$ cat src/rtl/supv_pkg.sv
package supv_pkg;
  typedef enum logic {
    PER_LONG  = 1'b0,
    PER_SHORT = 1'b1
  } wd_period_e;
endpackage

$ cat src/rtl/supv_prescale.sv
module supv_prescale #(
  parameter int DIV = 64
) (
  input  logic clk,
  input  logic rst,
  output logic tick
);
  localparam int PW = (DIV > 2) ? $clog2(DIV) : 1;
  localparam logic [PW-1:0] LAST = PW'(DIV - 1);

  logic [PW-1:0] cnt_q;

  assign tick = (cnt_q == LAST);

  always_ff @(posedge clk) begin
    if (rst)       cnt_q <= '0;
    else if (tick) cnt_q <= '0;
    else           cnt_q <= cnt_q + PW'(1);
  end
endmodule

$ cat src/rtl/supv_edge_sync.sv
module supv_edge_sync #(
  parameter int STAGES = 2
) (
  input  logic clk,
  input  logic rst,
  input  logic din,
  output logic toggle
);
  // stage[0..STAGES-1] synchronise, stage[STAGES] holds the previous value
  logic [STAGES:0] stage_q;

  always_ff @(posedge clk) begin
    if (rst) stage_q[0] <= 1'b0;
    else     stage_q[0] <= din;
  end

  for (genvar g = 1; g <= STAGES; g++) begin : g_chain
    always_ff @(posedge clk) begin
      if (rst) stage_q[g] <= 1'b0;
      else     stage_q[g] <= stage_q[g-1];
    end
  end

  assign toggle = stage_q[STAGES] ^ stage_q[STAGES-1];
endmodule

$ cat src/rtl/supv_wdog.sv
module supv_wdog
  import supv_pkg::*;
#(
  parameter int LONG_T  = 64,
  parameter int SHORT_T = 16
) (
  input  logic clk,
  input  logic rst,
  input  logic tick,
  input  logic supply_ok,
  input  logic wd_en,
  input  logic toggle,
  input  logic short_sel,
  input  logic in_reset,
  output logic expire,
  output logic ok
);
  localparam int CW = $clog2(LONG_T + 1);
  localparam logic [CW-1:0] LONG_M1  = CW'(LONG_T - 1);
  localparam logic [CW-1:0] SHORT_M1 = CW'(SHORT_T - 1);

  logic [CW-1:0] cnt_q;
  logic          long_q;
  logic          ok_q;
  logic          run;
  logic          svc;
  wd_period_e    per;
  logic [CW-1:0] lim_m1;

  assign run    = wd_en & supply_ok;
  assign svc    = toggle & supply_ok;
  assign per    = (long_q || !short_sel) ? PER_LONG : PER_SHORT;
  assign lim_m1 = (per == PER_LONG) ? LONG_M1 : SHORT_M1;
  assign expire = run && tick && !svc && (cnt_q >= lim_m1);
  assign ok     = ok_q;

  always_ff @(posedge clk) begin
    if (rst || !run)  cnt_q <= '0;
    else if (svc)     cnt_q <= '0;
    else if (expire)  cnt_q <= '0;
    else if (tick)    cnt_q <= cnt_q + CW'(1);
  end

  always_ff @(posedge clk) begin
    if (rst || !supply_ok)     long_q <= 1'b1;
    else if (expire)           long_q <= 1'b1;
    else if (svc && !in_reset) long_q <= 1'b0;
  end

  always_ff @(posedge clk) begin
    if (rst || !supply_ok) ok_q <= 1'b1;
    else if (svc)          ok_q <= 1'b1;
    else if (expire)       ok_q <= 1'b0;
  end
endmodule

$ cat src/rtl/supv_rst_gen.sv
module supv_rst_gen #(
  parameter int ACT_T = 8
) (
  input  logic clk,
  input  logic rst,
  input  logic tick,
  input  logic supply_ok,
  input  logic trigger,
  output logic active
);
  localparam int AW = $clog2(ACT_T + 1);
  localparam logic [AW-1:0] LAST = AW'(ACT_T - 1);

  logic [AW-1:0] cnt_q;
  logic          act_q;

  assign active = act_q;

  always_ff @(posedge clk) begin
    if (rst || !supply_ok || trigger) begin
      act_q <= 1'b1;
      cnt_q <= '0;
    end else if (act_q && tick) begin
      if (cnt_q == LAST) begin
        act_q <= 1'b0;
        cnt_q <= '0;
      end else begin
        cnt_q <= cnt_q + AW'(1);
      end
    end
  end
endmodule

$ cat src/rtl/supv_ctrl.sv
module supv_ctrl #(
  parameter int PRESCALE_DIV   = 64,
  parameter int RST_ACT_TICKS  = 8,
  parameter int WD_LONG_TICKS  = 64,
  parameter int WD_SHORT_TICKS = 16,
  parameter int SYNC_STAGES    = 2
) (
  input  logic clk,
  input  logic rst,
  input  logic pwr_ok,
  input  logic on_batt,
  input  logic wd_in,
  input  logic wd_en,
  input  logic wd_short,
  input  logic ce_in_n,
  input  logic pf_in,
  output logic sys_rst_n,
  output logic sys_rst,
  output logic wdog_ok,
  output logic low_line_n,
  output logic mem_ce_n,
  output logic pfail_n
);
  logic supply_ok;
  logic tick;
  logic wd_toggle;
  logic wd_expire;
  logic pulse_active;
  logic rst_any;

  assign supply_ok = pwr_ok & ~on_batt;

  supv_prescale #(.DIV(PRESCALE_DIV)) u_pre (
    .clk  (clk),
    .rst  (rst),
    .tick (tick)
  );

  supv_edge_sync #(.STAGES(SYNC_STAGES)) u_sync (
    .clk    (clk),
    .rst    (rst),
    .din    (wd_in),
    .toggle (wd_toggle)
  );

  supv_wdog #(.LONG_T(WD_LONG_TICKS), .SHORT_T(WD_SHORT_TICKS)) u_wd (
    .clk       (clk),
    .rst       (rst),
    .tick      (tick),
    .supply_ok (supply_ok),
    .wd_en     (wd_en),
    .toggle    (wd_toggle),
    .short_sel (wd_short),
    .in_reset  (pulse_active),
    .expire    (wd_expire),
    .ok        (wdog_ok)
  );

  supv_rst_gen #(.ACT_T(RST_ACT_TICKS)) u_rg (
    .clk       (clk),
    .rst       (rst),
    .tick      (tick),
    .supply_ok (supply_ok),
    .trigger   (wd_expire),
    .active    (pulse_active)
  );

  assign rst_any    = pulse_active | ~supply_ok;
  assign sys_rst    = rst_any;
  assign sys_rst_n  = ~rst_any;
  assign low_line_n = supply_ok;
  assign mem_ce_n   = supply_ok ? ce_in_n : 1'b1;
  assign pfail_n    = on_batt ? 1'b0 : pf_in;
endmodule

$ cat config.mk
export PLATFORM = sky130hd
export DESIGN_NAME = supv_ctrl
export DESIGN_NICKNAME = d
export VERILOG_FILES = /design/src/rtl/supv_pkg.sv /design/src/rtl/supv_prescale.sv /design/src/rtl/supv_edge_sync.sv /design/src/rtl/supv_wdog.sv /design/src/rtl/supv_rst_gen.sv /design/src/rtl/supv_ctrl.sv
export SDC_FILE = /design/constraint.sdc
export NUM_CORES = 1
export LEC_CHECK = 0
export BUFFER_PORTS_ARGS = -buffer_cell sky130_fd_sc_hd__buf_2
export CAP_MARGIN = 30
export CORE_ASPECT_RATIO = 0.6
export CORE_UTILIZATION = 45
export DETAILED_ROUTE_END_ITERATION = 7
export GPL_ROUTABILITY_DRIVEN = 0
export GPL_TIMING_DRIVEN = 0
export PLACE_DENSITY = 0.66
export SYNTH_ARGS = -nofsm -noshare
export SYNTH_HDL_FRONTEND = slang
export SYNTH_SLANG_ARGS = --single-unit
$ cat constraint.sdc
create_clock -name clk -period 4.25 [get_ports clk]
set_input_delay 0.85 -clock clk [delete_from_list [all_inputs] [get_ports clk]]
set_output_delay 0.85 -clock clk [all_outputs]
set_load 0.01 [all_outputs]
# Word level (Yosys, flattened, before mapping)
# Cells that the tools add are included.
# word_totals
regBits	23
ramBits	0
wordCells	46
in_bits	9
latch_bits	0
out_inout_bits	6
n_memories	0
rom_bits	0
# op_classes
n_lt_le_gt_ge	1
addsub	3
reduce_logical	19
n_mux	4
mul	0
n_bitwise	8
eq_ne	2
shift	0
div_mod_pow	0
# op_table
op	n
adder 7 x 1 -> 7 bit (second input constant)	1
>= comparator 7 bit	1
adder 6 x 1 -> 6 bit (second input constant)	1
equality test 6 bit (second input constant)	1
two-way mux 6 bit	1
OR reduction 2 bit	3
logical AND 1 bit	5
logical NOT 1 bit	5
adder 4 x 1 -> 4 bit (second input constant)	1
equality test 4 x 3 -> 1 bit (second input constant)	1
logical OR 1 bit	4
two-way mux 4 bit	1
bitwise AND 1 bit	3
NOT 1 bit	3
OR reduction 3 bit	1
two-way mux 1 bit	2
AND reduction 2 bit	1
OR 1 bit	1
XOR 1 bit	1

# Depth between registers and ports, before layout
# Gate-level depths: netlist of run 1.
# logic_depth
word_depth	7
depth_mapped	6

# Hierarchy
# From an unflattened synthesis of run 1, not the netlist that was laid out.
# unflattened
hier_cells	117
area_unflattened_um2	1113.6
# by_module_without_submodules
module	cells_per_inst	area_per_inst_um2	instances
supv_wdog	55	516.7	1
supv_prescale	24	237.7	1
supv_rst_gen	26	229.0	1
supv_edge_sync	7	87.6	1
supv_ctrl	5	42.5	1

# Worst setup path before layout of run 1
# No wires, ideal clock.
# synth_path
path_kind	input to output
start	input on_batt
end	output sys_rst
slack_ns	2.027
required_ns	3.400
path_buffers	0
t_arrival_ns	1.373
path_stages	3
cell_sequence	nand2b_1 nor2_1 inv_1
# synth_between
elab_chain_cells	4
# synth_lines
item	line_no	text
start, declared	supv_ctrl.sv:11	input logic on_batt,
NOT 1 bit	supv_ctrl.sv:31	assign supply_ok = pwr_ok & ~on_batt;
bitwise AND 1 bit	supv_ctrl.sv:31	
NOT 1 bit	supv_ctrl.sv:68	assign rst_any = pulse_active | ~supply_ok;
OR 1 bit	supv_ctrl.sv:68	
end, declared	supv_ctrl.sv:18	output logic sys_rst,
# No other way between the ends.

# Worst setup path after layout of run 1
# Ends and elaborated chain as after synthesis.

==> reports/qor.csv, run 1 <==
stage;metric;value;unit
outcome;status;completed;
timing;Worst Slack Setup Final;1880;ps
clock_network;clock-pin transition on the worst setup and hold timing paths;80;ps
worst_hold_path;HP Class;flip-flop to flip-flop;
placed_design;placed insts;159;
die;CORE AREA;2200;µm²
clock_network;Skew-Pair Late Insertion Delay;260;ps
clock_network;Post-CTS Hold Buffers;0;
timing;Final Cycle Share;55.9;%
logic_synthesis;Mapped Cells;115;
clock_network;Clock Sinks;23;
worst_hold_path;HP Start;u_sync.stage_q[0]$_SDFF_PP0_;
power;Comb pwr share;4.7;%
timing;max-slew violations;0;
detailed_routing;DR vias;815;
logic_synthesis;dominant cell type by area after synthesis;dfxtp_1;
logic_synthesis;Post-Syn Nets;129;
timing;final setup fails;0;
finish;commonest non-fill, non-tap cells in the layout;dfxtp_1, buf_2, nor2_1;
power;Pint;0.000294;W
critical_path;Reg-to-Reg Start;u_wd.long_q$_SDFFE_PP1P_;
finish;Final #Nets;148;
timing;RSZ-0062 raised after global routing;no;
finish;Final Util;55.2;%
global_routing;initial antenna violation count;0;
clock_network;Clock Tree Root;clkbuf_8;
clock_network;Inserted Clock Buffers;3;
power;Sw Share;21.0;%
detailed_routing;post-DR wirelength/cell;11.8;µm
detailed_routing;Initial DRC Count;38;
die;die width;64.7;µm
power;leakage;0.479;nW
logic_synthesis;synthesized cell area;1060;µm²
power;Clk pwr share;36.0;%
flow_run;MaxCap Viol Count;0;
clock_network;CTS tree;done;
finish;synth-to-layout area growth;14.4;%
global_routing;total grt overflow;0;
power;worst vdd ir;233;µV
critical_path;crit start category;primary input;
finish;multi-input logic area;564;µm²
die;Rows;13;
clock_network;Resize count post-CTS;0;
die;die area;2560;µm²
finish;share of layout cells above drive strength 1;18.8;%
detailed_routing;DRT Wirelength;1930;µm
logic_synthesis;Yosys warnings;0;
critical_path;Worst Setup SP;on_batt;
logic_synthesis;post-synthesis sequential area ratio;43.4;%
global_routing;GRT Overall Usage;18.0;%
die;starting density of the core;48.3;%
global_routing;largest net degree at the start of global routing;13;
timing;min cycle time layout;2370;ps
global_routing;number of global-route vias before repair;701;
clock_network;buffer count from post-CTS setup fixing;0;
timing;hold_ws;457;ps
placed_design;Port Buffers;14;
timing;setup TNS;0;ps
timing;Slew headroom;73.1;%
placed_design;worst slack, placed;1840;ps
global_routing;first-pass GRT wire length;3240;µm
power;Switch Pwr;0.0000784;W
logic_synthesis;share of the synthesized area in the top cell type;43.4;%
timing;Worst Tran Pin Value;404;ps
detailed_routing;router iterations before antenna repair;4;
finish;FILL cells;216;
critical_path;critical path class;primary input to primary output;
die;Die Ht;39.6;µm
detailed_routing;post-DR vias/cell;5.00;
finish;commonest non-fill, non-tap cell in the layout;dfxtp_1;
logic_synthesis;flops & latches, synth;23;
die;# IOs;15;
timing;f_max;421;MHz
detailed_routing;antenna-violating nets left;0;
logic_synthesis;synth top area cells;dfxtp_1, xor2_1, ha_1;
logic_synthesis;syn avg cell area;9.22;µm²
power;Reg power frac;59.3;%
critical_path;crit-path max FO;4;
detailed_routing;DRC violations left;0;
clock_network;H-tree Lvls;1;
critical_path;CP arrival;1520;ps
critical_path;critical path required time;3400;ps
finish;# diodes;0;
logic_synthesis;post-synthesis cell type count;33;
clock_network;Max Root-Sink Buffers;2;
finish;Reg area;460;µm²
power;power per cell area;308;nW/µm²
timing;Final Skew;2.55;ps
finish;Final Non-Filler Cells;163;
timing;final hold vios;0;
critical_path;Setup crit end kind;primary output;
placed_design;DP HPWL;1470;µm
## per-layer routing
| metal | vias up | part of all wire (%) | global-route usage (%) | routed length, µm |
|---|---|---|---|---|
| met5 | - | 0 | 0 | 0 |
| met4 | 0 | 1.5 | 8.33 | 29 |
| met3 | 5 | 4.0 | 6.10 | 77 |
| met2 | 15 | 42 | 26.8 | 807 |
| met1 | 364 | 53 | 23.4 | 1010 |
| li1 | 431 | - | - | - |
## cells in the mapped netlist
master    count
a211oi_1      1
a21o_1        2
a21oi_1       4
a41oi_1       1
and2_1        2
and3_1        2
and3b_1       1
and4_1        1
buf_2         1
buf_6         1
clkbuf_1      1
dfxtp_1      23
ha_1          5
inv_1         4
mux2i_1       1
nand2_1       9
nand2b_1      2
nand3_1       3
nand3_2       2
nand4_1       6
nor2_1       14
nor2_2        1
nor2b_1       5
nor3_1        5
nor3b_1       1
o211ai_2      1
o21ai_1       1
o21ai_4       1
o31a_1        1
or3_1         1
or4_4         1
xnor2_1       3
xor2_1        8
## cell type report
class	instances	share of cell area [%]
Multi-Input combinational cell	85	46.5
Sequential cell	23	38.0
Timing Repair Buffer	14	5.78
Clock buffer	4	3.72
Tap cell	30	3.10
Buffer	3	1.65
Inverter	4	1.24
## metrics by stage
step	area [µm²]	power, W
floorplan	1060	0.000237
global placement	1170	0.000243
detailed placement	1170	0.000244
CTS	1210	0.000381
global route	1210	0.000390
finish	1210	0.000373
## worst max-delay path, stage by stage
cell and delay [ps]:
buf_2 100, nand2b_1 190, nor2_1 200, inv_1 50
buf_2 130
## path summary, 6_finish.rpt
| check | slack, ps | end | cells past startpoint |
|---|---|---|---|
| min | 460 | u_sync.stage_q[1]$_SDFF_PP0_ | 1 |
| max | 1880 | sys_rst | 5 |
| min reg2reg | 460 | u_sync.stage_q[1]$_SDFF_PP0_ | 1 |
| max reg2reg | 2540 | u_wd.cnt_q[3]$_SDFFE_PP0N_ | 6 |
## cell families (layout without fill, tap and decap cells)
kind of cell | count (synthesis) | count (layout) | share of synthesized area [%]
AO/OA/AOI/OAI | 12 | 12 | 8.85
AND/OR/NAND/NOR | 56 | 56 | 28.5
flip-flops | 23 | 23 | 43.4
XOR/XNOR | 11 | 11 | 9.09
buffers and inverters | 7 | 25 | 3.30
adder cells (fa/ha/maj) | 5 | 5 | 5.90
multiplexers | 1 | 1 | 0.945
## sequential cells by signal, summed over array words and instances (netlist names)
register / cells
u_sync.stage_q: 3
u_wd.ok: 1
u_rg.active: 1
u_wd.cnt_q: 7
u_pre.cnt_q: 6
u_rg.cnt_q: 4
u_wd.long_q: 1
## power by group through the flow
stage / logic (W) / registers (W) / clock network [W]
floorplan: 0.0000107 / 0.000226 / 0
global placement: 0.0000173 / 0.000226 / 0
detailed placement: 0.0000176 / 0.000226 / 0
CTS: 0.0000177 / 0.000221 / 0.000142
global route: 0.0000200 / 0.000222 / 0.000149
finish: 0.0000174 / 0.000221 / 0.000134
(Power assumes the default switching activity.)
==> inputs of run 2 (changes only) <==
- PLACE_DENSITY: 0.66 -> 0.69
- clock period: 4.25 -> 2.1 ns (I/O delays scaled with it)
==> run 2 against run 1 <==
- power is 100% higher
- final cell count stayed put
- global-route usage is 0.65 points higher
- clock skew is 1.4 ps higher
- critical endpoint is now u_wd.cnt_q[3]$_SDFFE_PP0N_
- largest cell class unchanged
- largest power group unchanged
==> reports/qor.csv, run 2 (synthesis results as in run 1) <==
stage;metric;value;unit;change
global_routing;largest net degree at the start of global routing;13;;unchanged
die;starting density of the core;48.3;%;unchanged
finish;commonest non-fill, non-tap cells in the layout;dfxtp_1, buf_2, nor2_1;;
finish;biggest regs;u_wd.cnt_q: 7 flops, u_pre.cnt_q: 6 flops, u_rg.cnt_q: 4 flops;;
die;die area;2560;µm²;unchanged
critical_path;CP arrival;1810;ps;+290 ps
power;Sw Share;21.1;%;+0.052 points
detailed_routing;post-DR wirelength/cell;11.8;µm;-0.16%
detailed_routing;antenna-violating nets left;0;;unchanged
critical_path;crit-path max FO;7;;+3
clock_network;Clock Sinks;23;;unchanged
clock_network;buffer count from post-CTS setup fixing;0;;unchanged
finish;Final #Nets;148;;unchanged
detailed_routing;Initial DRC Count;19;;-50%
finish;commonest non-fill, non-tap cell in the layout;dfxtp_1;;
power;Design Power;0.000755;W;+100%
finish;largest register by flop count;u_wd.cnt_q;;
placed_design;Port Buffers;14;;unchanged
detailed_routing;DRT Wirelength;1920;µm;-0.16%
critical_path;critical path class;flip-flop to flip-flop;;
timing;Final Skew;3.99;ps;+1.44 ps
die;die width;64.7;µm;unchanged
power;power per cell area;623;nW/µm²;+100%
timing;Worst Tran Pin Value;426;ps;+22.6 ps
finish;# diodes;0;;unchanged
timing;min cycle time layout;1660;ps;
finish;max FFs per register;7;;unchanged
timing;Final Cycle Share;79.2;%;
detailed_routing;DR vias;829;;+1.7%
power;Switch Pwr;0.000159;W;+100%
clock_network;Skew-Pair Late Insertion Delay;270;ps;about the same
finish;FILL cells;214;;-0.93%
clock_network;Post-CTS Hold Buffers;0;;unchanged
clock_network;H-tree Lvls;1;;unchanged
placed_design;DP HPWL;1470;µm;about the same
timing;max-slew violations;0;;unchanged
worst_hold_path;HP Class;primary input to flip-flop;;
die;Rows;13;;unchanged
clock_network;Max Root-Sink Buffers;2;;unchanged
critical_path;Setup crit end kind;flip-flop;;
finish;Reg area;460;µm²;unchanged
timing;Slew headroom;71.6;%;-1.5 points
outcome;status;completed;;
detailed_routing;router iterations before antenna repair;2;;-2
clock_network;clock-pin transition on the worst setup and hold timing paths;80;ps;about the same
die;Die Ht;39.6;µm;unchanged
timing;RSZ-0062 raised after global routing;no;;
timing;final hold vios;0;;unchanged
clock_network;Clock Tree Root;clkbuf_8;;
detailed_routing;post-DR vias/cell;5.09;;+1.7%
power;leakage;0.479;nW;unchanged
power;Reg power frac;59.3;%;about the same
clock_network;Resize count post-CTS;0;;unchanged
finish;multi-input logic area;564;µm²;unchanged
timing;final setup fails;0;;unchanged
critical_path;crit start category;flip-flop;;
detailed_routing;DRC violations left;0;;unchanged
global_routing;total grt overflow;0;;unchanged
flow_run;MaxCap Viol Count;0;;unchanged
global_routing;first-pass GRT wire length;3330;µm;+2.5%
clock_network;Inserted Clock Buffers;3;;unchanged
die;CORE AREA;2200;µm²;unchanged
power;Comb pwr share;4.7;%;about the same
clock_network;CTS tree;done;;
timing;f_max;601;MHz;
critical_path;critical path required time;2250;ps;-1150 ps
power;Pint;0.000596;W;+100%
finish;synth-to-layout area growth;14.4;%;unchanged
finish;share of layout cells above drive strength 1;18.8;%;unchanged
power;worst vdd ir;380;µV;+63%
timing;setup TNS;0;ps;unchanged
global_routing;number of global-route vias before repair;769;;+9.7%
power;Clk pwr share;36.0;%;about the same
global_routing;initial antenna violation count;0;;unchanged
global_routing;GRT Overall Usage;18.6;%;+0.65 points
die;# IOs;15;;unchanged
## run 2: worst max-delay path: stages (launching register included)
cell and delay (ps):
dfxtp_1 330, nor2b_1 60, ha_1 290, nand4_1 90, o31a_1 320, o211ai_2 360
nor2_1 100
## run 2: final timing paths
| path | startpoint | end | slack [ps] | cells after the start |
|---|---|---|---|---|
| max | u_wd.long_q$_SDFFE_PP1P_ | u_wd.cnt_q[3]$_SDFFE_PP0N_ | 440 | 6 |
| min | wd_in | u_sync.stage_q[0]$_SDFF_PP0_ | 370 | 2 |
| min reg2reg | u_sync.stage_q[0]$_SDFF_PP0_ | u_sync.stage_q[1]$_SDFF_PP0_ | 450 | 1 |
| max reg2reg | u_wd.long_q$_SDFFE_PP1P_ | u_wd.cnt_q[3]$_SDFFE_PP0N_ | 440 | 6 |
## run 2: through the flow
step,hold WS (ps),cells,area [µm²],utilization [%],worst slack [ps]
5_1_grt,390,163,1210,55.2,273
2_1_floorplan,414,115,1060,-,416
3_3_place_gp,418,159,1170,53.2,175
6_report,372,163,1210,55.2,436
4_1_cts,374,163,1210,55.2,404
3_5_place_dp,439,159,1170,53.2,134
## run 2: layout make-up
class                      instances  share of cell area (%)
multi-input combinational         85                    46.5
buffer                             3                    1.65
timing repair buffer              14                    5.78
sequential                        23                    38.0
tap                               30                    3.10
clock buffer                       4                    3.72
inverter                           4                    1.24
## run 2: per-layer routing
layer / global-route usage [%] / share of wire, % / routed length [µm] / vias up
li1: - / - / - / 430
met1: 20.6 / 53 / 1010 / 381
met2: 32.9 / 41 / 792 / 13
met3: 6.10 / 4.0 / 76 / 5
met4: 10.0 / 2.1 / 40 / 0
met5: 0 / 0 / 0 / -
## run 2: power by group through the flow
| stage | registers (W) | clock network, W | logic (W) |
|---|---|---|---|
| floorplan | 0.000457 | 0 | 0.0000217 |
| global placement | 0.000458 | 0 | 0.0000350 |
| detailed placement | 0.000458 | 0 | 0.0000358 |
| CTS | 0.000448 | 0.000283 | 0.0000359 |
| global route | 0.000449 | 0.000294 | 0.0000407 |
| finish | 0.000448 | 0.000272 | 0.0000352 |
==> inputs of run 3 (changes only) <==
- ABC_AREA: not set -> 1
- PLACE_DENSITY: 0.69 -> 0.66
- clock period: 2.1 -> 1.6 ns (I/O delays scaled with it)
==> run 3 against run 2 <==
- synthesized cell count is 40% higher
- final area grew 7.4%
- global-route usage fell by 0.65 points
- non-clock buffer count fell by 1
- combinational power up 41%
- setup slack worse by 310 ps
- clock-buffer cell count did not move
- sequential power increased by 31%
- register-to-register slack worse by 310 ps
- via count increased by 20%
- hold slack worse by 110 ps
==> reports/qor.csv, run 3 <==
stage;metric;value;unit;change
detailed_routing;DR vias;998;;+20%
detailed_routing;post-DR vias/cell;4.75;;-6.6%
placed_design;Port Buffers;14;;unchanged
finish;Reg area;462;µm²;+0.27%
logic_synthesis;dominant cell type by area after synthesis;dfxtp_1;;
logic_synthesis;most numerous cell in the Yosys netlist;nand2_1;;
logic_synthesis;syn avg cell area;7.03;µm²;-24%
detailed_routing;post-DR wirelength/cell;9.92;µm;-16%
timing;Final Skew;2.93;ps;-1.06 ps
flow_run;MaxCap Viol Count;0;;unchanged
critical_path;max incr delay on CP;350;ps;about the same
critical_path;Slowest cell on crit path;dfxtp_2;;
clock_network;H-tree Lvls;1;;unchanged
logic_synthesis;ys async rst share;0;%;unchanged
outcome;status;completed;;
power;power per cell area;758;nW/µm²;+22%
clock_network;Max Root-Sink Buffers;2;;unchanged
timing;final setup fails;0;;unchanged
logic_synthesis;Mapped Cells;161;;+40%
finish;Final Util;57.6;%;+2.4 points
clock_network;clock-pin transition on the worst setup and hold timing paths;80;ps;about the same
global_routing;initial antenna violation count;0;;unchanged
logic_synthesis;share of the synthesized area in the top cell type;40.7;%;-2.7 points
die;Rows;13;;unchanged
die;CORE AREA;2260;µm²;+3.0%
critical_path;CP cell instances;ha_2 -> nand3_2 -> nor2_4 -> inv_1 -> nor2_1 -> nand2_1 -> nand2_4 -> nor2_1;;
power;worst vdd ir;699;µV;+84%
timing;Slew headroom;85.1;%;+14 points
clock_network;Clock Sinks;23;;unchanged
detailed_routing;router iterations before antenna repair;4;;+2
die;# IOs;15;;unchanged
finish;max FFs per register;7;;unchanged
timing;Worst Tran Pin Value;223;ps;-203 ps
timing;max-slew violations;0;;unchanged
timing;min cycle time layout;1470;ps;-191 ps
finish;# diodes;0;;unchanged
finish;commonest non-fill, non-tap cells in the layout;nand2_1, nor2_1, inv_1;;
logic_synthesis;Post-Syn Nets;175;;+36%
critical_path;CP dominant cell by count;nor2_1;;
clock_network;Inserted Clock Buffers;3;;unchanged
logic_synthesis;flops & latches, synth;23;;unchanged
global_routing;number of global-route vias before repair;842;;+9.5%
die;starting density of the core;50.0;%;+1.8 points
critical_path;Setup crit end kind;flip-flop;;
critical_path;crit start category;flip-flop;;
timing;f_max;679;MHz;+13%
logic_synthesis;Yosys warnings;0;;unchanged
logic_synthesis;Post-synth top cells;nand2_1, nor2_1, inv_1;;
critical_path;crit-path max FO;7;;unchanged
critical_path;critical path required time;1760;ps;-490 ps
timing;final hold vios;0;;unchanged
finish;largest register by flop count;u_wd.cnt_q;;
power;Design Power;0.000987;W;+31%
clock_network;Clock Tree Root;clkbuf_8;;
worst_hold_path;HP Class;primary input to flip-flop;;
logic_synthesis;Main synth FF type;dfxtp_1;;
finish;share of layout cells above drive strength 1;16.7;%;-2.1 points
die;Die Ht;40.8;µm;+3.1%
detailed_routing;Initial DRC Count;56;;+37
critical_path;critical path class;flip-flop to flip-flop;;
global_routing;largest net degree at the start of global routing;13;;unchanged
detailed_routing;DRC violations left;0;;unchanged
finish;biggest regs;u_wd.cnt_q: 7 flops, u_pre.cnt_q: 6 flops, u_rg.cnt_q: 4 flops;;
finish;commonest non-fill, non-tap cell in the layout;nand2_1;;
critical_path;CP arrival;1630;ps;-180 ps
logic_synthesis;number of enable flip-flop cells after synthesis;0;;unchanged
placed_design;DP HPWL;1570;µm;+6.3%
global_routing;first-pass GRT wire length;3500;µm;+5.2%
finish;FILL cells;228;;+6.5%
logic_synthesis;post-synthesis sequential area ratio;40.7;%;-2.7 points
clock_network;CTS tree;done;;
detailed_routing;DRT Wirelength;2080;µm;+8.4%
finish;synth-to-layout area growth;15.2;%;
finish;multi-input logic area;576;µm²;+2.0%
die;die width;66.7;µm;+3.2%
global_routing;GRT Overall Usage;18.0;%;-0.65 points
logic_synthesis;post-synthesis cell type count;21;;-36%
clock_network;Skew-Pair Late Insertion Delay;260;ps;about the same
detailed_routing;antenna-violating nets left;0;;unchanged
logic_synthesis;synth top area cells;dfxtp_1, nand2_1, nor2_1;;
timing;Final Cycle Share;92.1;%;+13 points
die;die area;2720;µm²;+6.5%
power;leakage;0.581;nW;+21%
finish;Final #Nets;195;;+32%
logic_synthesis;synthesized cell area;1130;µm²;+6.7%
global_routing;total grt overflow;0;;unchanged
## run 3: stage by stage
step	TNS [ps]	setup slack [ps]	area, µm²	hold WS (ps)	instances
2_1_floorplan	0	315	1130	388	161
3_3_place_gp	0	116	1240	392	205
3_5_place_dp	0	79.0	1240	399	205
4_1_cts	0	61.9	1280	254	209
5_1_grt	-24.9	-7.99	1300	256	210
6_report	0	127	1300	260	210
## run 3: path summary, 6_finish.rpt
kind                                                   start                           end  slack, ps  cells after the start
worst max-delay path               u_pre.cnt_q[0]$_SDFF_PP0_    u_wd.cnt_q[3]$_SDFFE_PP0N_        130                      8
worst min register to register  u_sync.stage_q[0]$_SDFF_PP0_  u_sync.stage_q[1]$_SDFF_PP0_        420                      2
worst max register to register     u_pre.cnt_q[0]$_SDFF_PP0_    u_wd.cnt_q[3]$_SDFFE_PP0N_        130                      8
worst min-delay path                                   wd_in  u_sync.stage_q[0]$_SDFF_PP0_        260                      3
## run 3: where the power goes
part | leakage, nW | total, W | internal (W) | switching (W)
logic | 0.372 | 0.0000495 | 0.0000214 | 0.0000281
registers | 0.187 | 0.000587 | 0.000582 | 0.00000588
clock network | 0.0228 | 0.000350 | 0.000177 | 0.000173
total | 0.581 | 0.000987 | 0.000780 | 0.000207
## run 3: what timing repair did
item	CTS	global route
resized for setup	0	4
endpoints found under the setup margin	0	11
hold buffers	0	0
buffers inserted	0	1
## run 3: worst max-delay path: cells and delay by family, from the launching register on
family                     cells  cell delay [ps]
adders and majority gates      1              200
and+or+nand+nor                6              700
DFF                            1              350
buffers and inverters          1              120
## run 3: logic make-up after synthesis
logic type,count (synthesis),share of synthesized area [%]
buf+inv,26,9.29
compound gates,8,4.20
simple gates,92,34.8
xor+xnor,7,5.42
flops,23,40.7
fa+ha+maj,5,5.53
## run 3: metal layers
metal,vias to the layer above,track usage (%),part of all wire [%]
li1,529,-,-
met1,447,22.4,50
met2,18,29.5,44
met3,4,6.11,5.1
met4,0,6.38,1.1
met5,-,0,0
## run 3: area by class of cell
type                       instances  share of cell area, %
multi-input combinational        112                   44.2
buffer                             1                  0.865
timing repair buffer              15                   5.96
inverter                          25                   7.20
clock buffer                       4                   3.46
sequential                        23                   35.4
tap                               30                   2.88
